**config.mk**
```make
export PLATFORM = sky130hd
export DESIGN_NAME = sleep_guard_ctrl
export DESIGN_NICKNAME = d
export VERILOG_FILES = /design/src/rtl/sleep_guard_ctrl.sv
export SDC_FILE = /design/constraint.sdc
export NUM_CORES = 1
export LEC_CHECK = 0
export ABC_CLOCK_PERIOD_IN_PS = 1200
export BUFFER_PORTS_ARGS = -buffer_cell sky130_fd_sc_hd__buf_2
export CAP_MARGIN = 25
export CORE_AREA = 3 3 43 45
export CTS_CLUSTER_SIZE = 16
export DETAILED_ROUTE_END_ITERATION = 8
export DIE_AREA = 0 0 46 48
export GPL_TIMING_DRIVEN = 0
export MAX_ROUTING_LAYER = met4
export PLACE_DENSITY = 0.74
export SYNTH_ARGS = -nofsm -noshare
export SYNTH_HDL_FRONTEND = slang
export SYNTH_SLANG_ARGS = --single-unit
export TNS_END_PERCENT = 30
```
**constraint.sdc**
```tcl
create_clock -name clk -period 1.2 [get_ports clk]
set_input_delay 0.18 -clock clk [delete_from_list [all_inputs] [get_ports clk]]
set_output_delay 0.18 -clock clk [all_outputs]
set_load 0.01 [all_outputs]
```
**src/rtl/sleep_guard_ctrl.sv**
```systemverilog
module sleep_guard_ctrl #(
  parameter int WIN_CYCLES = 4,
  parameter int ACT_DELAY  = 3,
  parameter int ACT_HOLD   = 3
) (
  input  logic       clk,
  input  logic       rst_n,
  input  logic       wr_en,
  input  logic [7:0] wr_data,
  output logic [7:0] rd_data,
  input  logic       sleep_req,
  input  logic       wake,
  output logic       mon_off
);
  localparam int WW = $clog2(WIN_CYCLES + 1);
  localparam int AW = $clog2(ACT_DELAY + ACT_HOLD + 1);
  localparam logic [WW-1:0] WIN_LOAD = WW'(WIN_CYCLES);
  localparam logic [AW-1:0] AGE_TOP  = AW'(ACT_DELAY + ACT_HOLD);
  localparam logic [AW-1:0] AGE_ACT  = AW'(ACT_DELAY);

  logic [5:0]    plain_q;
  logic [WW-1:0] win_q;
  logic [AW-1:0] age_q;

  wire unlock_wr = wr_en && wr_data[6] && wr_data[5];
  wire set_wr    = wr_en && wr_data[6] && !wr_data[5];
  wire win_open  = (win_q != '0);
  wire set_ok    = set_wr && win_open;
  wire dis_bit   = (age_q != '0);
  wire dis_act   = (age_q > AGE_ACT);

  assign rd_data = {plain_q[5], dis_bit, win_open, plain_q[4:0]};

  always_ff @(posedge clk or negedge rst_n)
    if (!rst_n) plain_q <= '0;
    else if (wr_en) plain_q <= {wr_data[7], wr_data[4:0]};

  always_ff @(posedge clk or negedge rst_n)
    if (!rst_n) win_q <= '0;
    else if (unlock_wr) win_q <= WIN_LOAD;
    else if (wr_en) win_q <= '0;
    else if (win_open) win_q <= win_q - 1'b1;

  always_ff @(posedge clk or negedge rst_n)
    if (!rst_n) age_q <= '0;
    else if (set_ok) age_q <= AW'(1);
    else if (age_q == AGE_TOP) age_q <= '0;
    else if (dis_bit) age_q <= age_q + 1'b1;

  always_ff @(posedge clk or negedge rst_n)
    if (!rst_n) mon_off <= 1'b0;
    else if (mon_off) mon_off <= !wake;
    else mon_off <= sleep_req && dis_act;

  assert_plain_store_R2: assert property (@(posedge clk) disable iff (!rst_n)
    wr_en |=> (rd_data[7] == $past(wr_data[7])) && (rd_data[4:0] == $past(wr_data[4:0])));

  assert_unlock_opens_R3: assert property (@(posedge clk) disable iff (!rst_n)
    unlock_wr |=> rd_data[5]);

  assert_no_set_without_window_R5: assert property (@(posedge clk) disable iff (!rst_n)
    (set_wr && !rd_data[5] && !rd_data[6]) |=> !rd_data[6]);

  assert_other_write_closes_R6: assert property (@(posedge clk) disable iff (!rst_n)
    (wr_en && !wr_data[6]) |=> !rd_data[5]);

  assert_rise_needs_request_R8: assert property (@(posedge clk) disable iff (!rst_n)
    $rose(mon_off) |-> ($past(sleep_req) && $past(rd_data[6])));

  assert_wake_clears_R9: assert property (@(posedge clk) disable iff (!rst_n)
    (mon_off && wake) |=> !mon_off);

  assert_hold_until_wake_R9: assert property (@(posedge clk) disable iff (!rst_n)
    (mon_off && !wake) |=> mon_off);
endmodule

```
**After elaboration in Yosys (flattened, before gate mapping)**

Cells that the tools add are included.

- Register bits after elaboration: 13
- Bits of input ports: 13
- Output and inout bits: 9
- Logic and storage cells: 26

- Add/sub/neg operators: 2
- $lt $le $gt $ge: 1
- Eq/ne operators: 1
- Muxes and demuxes: 7
- Reductions and logical operators: 11

Operators by type and width:

| cell | number |
|---|---|
| 3-bit two-way mux | 6 |
| 3-bit nonzero test | 4 |
| 1-bit logical AND | 5 |
| 3-bit by 1-bit adder with 3-bit output (second input constant) | 1 |
| 3-bit == test (second input constant) | 1 |
| 3-bit by 2-bit > comparator with 1-bit output (second input constant) | 1 |
| 3-bit by 1-bit subtractor with 3-bit output (second input constant) | 1 |
| 1-bit zero test | 2 |
| 1-bit two-way mux | 1 |

**Logic depth before layout (Yosys ltp)**

Gate-level depths: netlist of run 1.

- Depth after elaboration: 4
- Depth in mapped cells: 5
- Depth with buffers taken out: 5

**Least setup slack after synthesis of run 1**

Ideal clock, no wire load.

- Kind: flip-flop to flip-flop
- From: reg age_q[0]
- To: reg mon_off
- Setup time: 0.082 ns
- Data arrival time: 1.263 ns
- Data required time: 1.118 ns
- Setup slack: -0.145 ns
- Stages on the path, launching flop included: 5
- Buffers on the path: 0
- Period minus slack after synthesis: 1.345 ns
- Cells stage by stage: dfrtp_1 and2_1 ha_1 or3b_2 o22ai_1

- Word-level cells in the longest chain between the ends: 3

RTL lines:

| what | line | text |
|---|---|---|
| start: declaration | 23 | `logic [AW-1:0] age_q;` |
| start signal: assignment | 48 | `else if (dis_bit) age_q <= age_q + 1'b1;` |
| 3-bit by 2-bit > comparator with 1-bit output | 30 | `wire dis_act = (age_q > AGE_ACT);` |
| 1-bit logical AND | 53 | `else mon_off <= sleep_req && dis_act;` |
| 1-bit two-way mux | 52 | `else if (mon_off) mon_off <= !wake;` |
| end signal: assignment | 52 |  |
| end signal: assignment | 53 |  |
| end: declaration | 13 | `output logic mon_off` |

Every way passes these cells.
A chain may end at the register's enable or synchronous reset.

**Worst setup path after layout of run 1**

- From: reg win_q[0]
- To: out rd_data[5]

- Word-level cells in the longest chain between the ends: 1

RTL lines:

| what | line | text |
|---|---|---|
| start: declaration | 22 | `logic [WW-1:0] win_q;` |
| start signal: assignment | 42 | `else if (win_open) win_q <= win_q - 1'b1;` |
| 3-bit nonzero test | 27 | `wire win_open = (win_q != '0);` |
| end: declaration | 10 | `output logic [7:0] rd_data,` |

Every way passes these cells.

==> impl_results.md, run 1 <==
* Syn Area/Cell at 12.0 µm²
* Per-cell via count in the routed design at approximately 4.7
* Global Route Usage Sum at 0.127
* Initial cell density of the core at 0.415
* Fill cell instance count of the final layout at between 100 and 150
* Share of the core filled with cells in the final layout at 0.600
* Count of mapped cells out of synthesis at 52
* Final clock period utilization by the worst path at 1.22
* Capturing element type of the critical path: output port
* Number of max-capacitance violations reported at 0
* I/O pin cnt at 22
* Number of slew-limit violations in the final report at 0
* Most used cell, CP: sky130_fd_sc_hd__buf_6
* Number of library cell types mapped by synthesis at 24
* Flops & latches, synth at 13
* Area enclosed by the die boundary at roughly 2200 µm²
* PnR Total Power at 2.08 mW
* Number of hold violations in the final report at 0
* Final GP Congestion at 0.735
* Minimum clock period at 1.46 ns
* Routed via count at approximately 480
* Worst Hold End: mon_off
* Overall die width at ~46 µm
* Critical register-to-register path endpoint: age_q[0]
* Fin area at between 900 and 1000 µm²
* Fraction of registers with async set/reset at 1.00
* Depth of the worst hold-timing path at 2
* Htree depth at 1
* Ant diodes at 0
* Internal reg-to-reg setup slack at -0.22 ns
* Worst voltage drop across the vdd grid at between 1 and 1.5 mV
* Cell types with the highest counts after synthesis: 13 x sky130_fd_sc_hd__dfrtp_1, 7 x sky130_fd_sc_hd__inv_1, 6 x sky130_fd_sc_hd__mux2_2
* Pin slew with the least headroom to its limit at 0.291 ns
* Initial antenna violation count at 0
* Pre-CTS WS at -0.134 ns
* Std-Cell Core Area at 1510 µm²
* Number of violations reported at the end of detailed-routing iteration 0 at 4
* Multi-input gate area in the final layout at 298 µm²
* Vertical die dimension at between 40 and 50 µm
* Area delta synth->final at 44.4%
* Rel. slew slack at 0.806
* Net count of the mapped netlist at 68
* Register Area at ~330 µm²
* Leading cell type by number of instances after synthesis: sky130_fd_sc_hd__dfrtp_1
* Total iterations of the first detailed-routing run at 3
* Worst hold-check path type: input port to flop
* Source-to-sink clock delay at the later pin of the worst-skew pair at 0.27 ns
* Hold Crit Start: wake
* Warning count from the yosys run at 0
* Critical Path, Cell by Cell: inv_1, ha_2, ha_4, inv_2, buf_6, buf_6
* Root Buffer Master: sky130_fd_sc_hd__clkbuf_4
* Fraction of final layout cells sized beyond drive strength 1 at 0.600
* Library cell with the largest summed area after synthesis: sky130_fd_sc_hd__dfrtp_1
* Areal power density over the cells at between 2000 and 2500 nW/µm²
* Fraction of the yosys area taken by sequential cells at 0.520
* Wire length of the first global-routing pass at approximately 1900 µm
* Min setup slack post-route at -0.265 ns
* Required time at the endpoint of the critical path at 1.02 ns
* Instance area after placement at between 700 and 800 µm²
* Final wirelength at roughly 1300 µm
* Total leakage power at 0.435 nW
* Worst-case clock buffer depth at 2
* Total number of placement rows at 14
* Overflow after GRT at 0
* Primary FF master, synth: sky130_fd_sc_hd__dfrtp_1
* Number of enable-type register cells in the synthesized netlist at 0
* Maximum number of pins on one net before global-route repair at 14
* Startpoint types: flop
* Run status: complete, but fails checks
* Netlist Area Pre-Place at around 630 µm²
* Unrepaired setup endpoints after global routing: yes
* Clock tree from TritonCTS: done
* Slowest cell on the critical path: sky130_fd_sc_hd__dfrtp_1
* Mean routed wirelength per cell at around 13 µm
* IO buf count at 21
* Highest fanout seen on the critical path at 2
* Inserted Clock Buffers at 3
* Final total negative setup slack at -1.33 ns
* Max Fclk at a little under 700 MHz
* Slowest stage delay, CP at ~0.38 ns
* Final ANT Viol Nets at 0
* Depth of the most critical reg-to-reg path at 6
* Type of the worst setup path: flop to output port
* Via count of the first global-routing pass at roughly 460
* Startpoint of the most critical register-to-register path: win_q[0]
* Violated checks: setup timing
* Total of endpoints with negative setup slack in the final report at 9
* Final setup skew at 0.00391 ns
* Clk slew on worst S/H paths at 0.08 ns
* Remaining DRCs at 0
* DP Wirelength at 862 µm
* Sink Count at 13
* Net count of the finished layout at a little over 100
* Biggest area contributors in the synthesized netlist: sky130_fd_sc_hd__dfrtp_1 52%, sky130_fd_sc_hd__mux2_2 11%, sky130_fd_sc_hd__ha_1 6.0%
* Worst Path Arrival at between 1 and 1.5 ns
* Proportion of netlist area held by the largest area contributor at 0.520
[cell type report]
| class | instances | share of cell area |
|---|---|---|
| repair buffers | 30 | 0.212 |
| plain buffers | 2 | 0.0180 |
| well taps | 16 | 0.0222 |
| inverters | 7 | 0.0291 |
| clock buffers | 4 | 0.0291 |
| flip-flops and latches | 13 | 0.360 |
| multi-input cells | 29 | 0.330 |
[how the worst max path moves through the flow]
stage                        start          to  cells past startpoint
after floorplan           age_q[1]     mon_off                      4
after global placement    win_q[0]    age_q[0]                      5
after detailed placement  win_q[0]    age_q[2]                      5
after CTS                 win_q[0]  rd_data[5]                      6
after global routing      win_q[1]  rd_data[5]                      6
final                     win_q[0]  rd_data[5]                      6
[flip-flops by register name (all words and copies together), names as in the netlist]
signal,flops
win_q,3
age_q,3
mon_off,1
plain_q,6
[per-layer routing]
layer	GRT usage	wire (µm)	part of all wire
met5	-	0	0
met4	0.0795	0	0
met3	0.0226	24	0.018
met2	0.212	766	0.58
met1	0.140	541	0.41
[cell families (layout without fill, tap and decap cells)]
logic type | count (synthesis) | count (layout) | synth area share
AO/OA/AOI/OAI | 7 | 7 | 0.0880
XOR/XNOR | 2 | 2 | 0.0280
flip-flops | 13 | 13 | 0.520
AND/OR/NAND/NOR | 11 | 11 | 0.122
adder cells (fa/ha/maj) | 3 | 3 | 0.0600
multiplexers | 6 | 6 | 0.108
buffers and inverters | 10 | 43 | 0.0740
[cell usage in the layout, fill, tap and decap left out]
cell type,synthesis,final
sky130_fd_sc_hd__clkbuf_1,0,1
sky130_fd_sc_hd__o31ai_1,1,1
sky130_fd_sc_hd__buf_6,0,4
sky130_fd_sc_hd__nand2b_1,1,1
sky130_fd_sc_hd__or3b_1,1,1
sky130_fd_sc_hd__nor2_1,1,1
sky130_fd_sc_hd__a21oi_1,1,1
sky130_fd_sc_hd__ha_2,0,1
sky130_fd_sc_hd__xnor2_1,1,1
sky130_fd_sc_hd__dfrtp_1,13,13
sky130_fd_sc_hd__xor2_1,1,1
sky130_fd_sc_hd__clkbuf_4,0,3
sky130_fd_sc_hd__and4bb_2,1,1
sky130_fd_sc_hd__or3_1,1,1
sky130_fd_sc_hd__ha_4,0,2
sky130_fd_sc_hd__o22ai_2,0,1
sky130_fd_sc_hd__o21bai_1,1,1
sky130_fd_sc_hd__inv_2,0,1
sky130_fd_sc_hd__inv_1,7,6
sky130_fd_sc_hd__buf_4,2,7
sky130_fd_sc_hd__or3b_4,0,1
sky130_fd_sc_hd__a21oi_2,1,1
sky130_fd_sc_hd__and2_4,0,1
sky130_fd_sc_hd__dlygate4sd3_1,0,1
sky130_fd_sc_hd__a211oi_2,1,2
sky130_fd_sc_hd__mux2_2,6,6
sky130_fd_sc_hd__buf_2,1,20
sky130_fd_sc_hd__nand3_1,1,1
sky130_fd_sc_hd__nor2b_1,3,3
[repair_timing]
| action | in CTS | in global routing |
|---|---|---|
| setup buffers | 7 | 1 |
| setup endpoints to repair | 8 | 9 |
| pin swaps | 8 | 2 |
| hold buffers | 1 | 0 |
| hold endpoints to repair | 13 | 0 |
| gates resized for setup | 7 | 2 |
[critical path, delay by kind of cell, from the launching register on]
kind | cells | cell delay, ns
flip-flops | 1 | 0.38
adder cells (fa/ha/maj) | 2 | 0.33
buffers and inverters | 4 | 0.32
[power by group]
part           internal, mW  leakage (nW)  total [mW]  switching (mW)
logic                 0.680         0.260        1.17           0.491
clock network         0.129        0.0150       0.263           0.134
registers             0.565         0.160       0.646          0.0810
[stage by stage]
step	hold slack (ns)	std cells
finish	0.0999	101
global placement	0.0802	89
CTS	0.0913	100
global route	0.0974	101
detailed placement	0.0832	89
floorplan	-0.116	52
Note: power is estimated with default switching activity, not from simulation.
==> run 2, diff against run 1 <==
--- a/config.mk
+++ b/config.mk
@@ -6,7 +6,7 @@
 export NUM_CORES = 1
 export LEC_CHECK = 0
 export ABC_CLOCK_PERIOD_IN_PS = 1200
-export BUFFER_PORTS_ARGS = -buffer_cell sky130_fd_sc_hd__buf_2
+export BUFFER_PORTS_ARGS = -buffer_cell sky130_fd_sc_hd__buf_4
 export CAP_MARGIN = 25
 export CORE_AREA = 3 3 43 45
 export CTS_CLUSTER_SIZE = 16
==> run 2 against run 1 <==
Compared with the run above: the flow still finishes with violations (setup timing); clock skew shrank 0.0029 ns; clock-buffer cell count unchanged; register-to-register slack about the same; sequential share of layout area decreased by 1.3 points; final area increased by 3.9%; worst setup slack improved by 0.021 ns; hold slack improved by 0.0034 ns; sequential power decreased by 1%; global-route usage fell by 0.45 points; critical path type unchanged.
==> impl_results.md, run 2 (same netlist as run 1, synthesis figures left out) <==
* Remaining DRCs at 0 (unchanged)
* Maximum number of pins on one net before global-route repair at 14 (unchanged)
* Minimum clock period at 1.44 ns (-0.0211 ns)
* Area delta synth->final at 50.0%
* Multi-input gate area in the final layout at 293 µm² (-1.7%)
* Clk slew on worst S/H paths at 0.08 ns (about the same)
* IO buf count at 21 (unchanged)
* Overflow after GRT at 0 (unchanged)
* Areal power density over the cells at 2180 nW/µm² (-5.3%)
* Vertical die dimension at 48 µm (unchanged)
* Area enclosed by the die boundary at 2210 µm² (unchanged)
* Total leakage power at 0.445 nW (+2.3%)
* Htree depth at 1 (unchanged)
* Min setup slack post-route at -0.244 ns (+0.0211 ns)
* Violated checks: setup timing
* Inserted Clock Buffers at 3 (unchanged)
* Max Fclk at 693 MHz (+1.5%)
* Initial antenna violation count at 0 (unchanged)
* Routed via count at 467 (-1.7%)
* Ant diodes at 0 (unchanged)
* Worst hold-check path type: input port to flop
* Unrepaired setup endpoints after global routing: yes
* Worst-case clock buffer depth at 2 (unchanged)
* Via count of the first global-routing pass at 449 (-3.2%)
* Highest-count cells in the layout ignoring fill and taps: 25 x sky130_fd_sc_hd__buf_4, 13 x sky130_fd_sc_hd__dfrtp_1, 6 x sky130_fd_sc_hd__inv_1, 6 x sky130_fd_sc_hd__mux2_2, 4 x sky130_fd_sc_hd__buf_6
* Final total negative setup slack at -1.27 ns (+0.0597 ns)
* Number of max-capacitance violations reported at 0 (unchanged)
* Final wirelength at 1240 µm (-6.6%)
* Total of endpoints with negative setup slack in the final report at 8 (-1)
* Total number of placement rows at 14 (unchanged)
* Global Route Usage Sum at 0.123 (-0.00453)
* Slowest cell on the critical path: sky130_fd_sc_hd__dfrtp_1
* Fill cell instance count of the final layout at 111 (-11%)
* Fin area at 938 µm² (+3.9%)
* Number of violations reported at the end of detailed-routing iteration 0 at 3 (-1)
* Critical Path, Cell by Cell: inv_1, ha_2, ha_4, inv_2, buf_6, buf_6
* Instance area after placement at 823 µm² (+6.8%)
* Rel. slew slack at 0.832 (+0.0261)
* Initial cell density of the core at 0.415 (unchanged)
* Pre-CTS WS at -0.135 ns (-0.000824 ns)
* Number of flip-flops in the largest register at 6 (unchanged)
* Run status: complete, but fails checks
* Overall die width at 46 µm (unchanged)
* Net count of the finished layout at 101 (-0.98%)
* Final clock period utilization by the worst path at 1.20 (-0.0176)
* Wire length of the first global-routing pass at 1860 µm (-1.4%)
* Most used cell, CP: sky130_fd_sc_hd__buf_6
* Source-to-sink clock delay at the later pin of the worst-skew pair at 0.26 ns (about the same)
* Register bank with the most flops: plain_q
* Capturing element type of the critical path: output port
* Final GP Congestion at 0.750 (+2.1%)
* DP Wirelength at 868 µm (+0.71%)
* Type of the worst setup path: flop to output port
* Per-cell via count in the routed design at 4.67 (-0.70%)
* Required time at the endpoint of the critical path at 1.02 ns (about the same)
* Most common library cell in the layout ignoring fill and taps: sky130_fd_sc_hd__buf_4
* I/O pin cnt at 22 (unchanged)
* Startpoint types: flop
* Slowest stage delay, CP at 0.38 ns (about the same)
* Number of slew-limit violations in the final report at 0 (unchanged)
* Highest fanout seen on the critical path at 2 (unchanged)
* Clock tree from TritonCTS: done
* Final ANT Viol Nets at 0 (unchanged)
* Root Buffer Master: sky130_fd_sc_hd__clkbuf_4
* Pin slew with the least headroom to its limit at 0.250 ns (-0.0410 ns)
* Number of hold violations in the final report at 0 (unchanged)
* Worst voltage drop across the vdd grid at 0.998 mV (-18%)
* Total iterations of the first detailed-routing run at 2 (-1)
* Worst Path Arrival at 1.26 ns (-0.02 ns)
* Sink Count at 13 (unchanged)
* Register Area at 325 µm² (unchanged)
* Registers with the most flip-flops: plain_q (6), age_q (3), win_q (3)
* Fraction of final layout cells sized beyond drive strength 1 at 0.607 (+0.00714)
* Mean routed wirelength per cell at 12.4 µm (-5.7%)
* Std-Cell Core Area at 1510 µm² (unchanged)
* Final setup skew at 0.00105 ns (-0.00286 ns)
==> run 2: report_power, final <==
group	internal [mW]	switching [mW]
clock network	0.128	0.131
logic	0.685	0.462
registers	0.565	0.0728
total	1.38	0.667
==> run 2: per-stage QoR <==
step                      hold WS [ns]  total power [mW]  std cells   util
after CTS                        0.100              2.03        100  0.620
final                            0.103              2.05        100  0.623
after detailed placement        0.0312              1.52         89  0.547
after floorplan                 -0.116              1.26         52      -
after global placement          0.0359              1.49         89  0.547
after global routing             0.101              2.21        100  0.623
==> run 2: final cells by class <==
class | instances | area share
sequential | 13 | 0.347
buffer | 2 | 0.0173
clock buffer | 4 | 0.0280
timing repair buffer | 29 | 0.247
inverter | 7 | 0.0280
tap | 16 | 0.0213
multi-input combinational | 29 | 0.312
==> run 2: timing repair <==
action                                  CTS  global route
hold endpoints to repair                 13             0
hold buffers                              1             0
gates resized for setup                   8             1
buffers inserted                          7             0
pin swaps                                 6             3
endpoints found under the setup margin    8             9
cloned                                    0             0
==> run 2: critical path: cells and delay by family (launching register included) <==
kind	cells	cell delay, ns
buf+inv	4	0.31
flops	1	0.38
fa+ha+maj	2	0.31
==> run 2: worst paths after layout <==
path | startpoint | to | slack [ns] | cells past startpoint
max in group asynchronous | rst_n | plain_q[2] | 0.76 | 2
worst min-delay path | wake | mon_off | 0.10 | 2
worst max-delay path | win_q[1] | rd_data[5] | -0.24 | 6
min in group asynchronous | rst_n | win_q[0] | 0.28 | 2
worst min register to register | plain_q[4] | plain_q[4] | 0.51 | 1
worst max register to register | win_q[1] | age_q[0] | -0.22 | 6
==> run 2: layer usage <==
layer  track usage  up-vias  wire length [µm]
met5             -        -                 0
met4        0.0341        0                 0
met3        0.0226        0                25
met2         0.214        6               715
met1         0.143      224               503
li1              -      237                 -
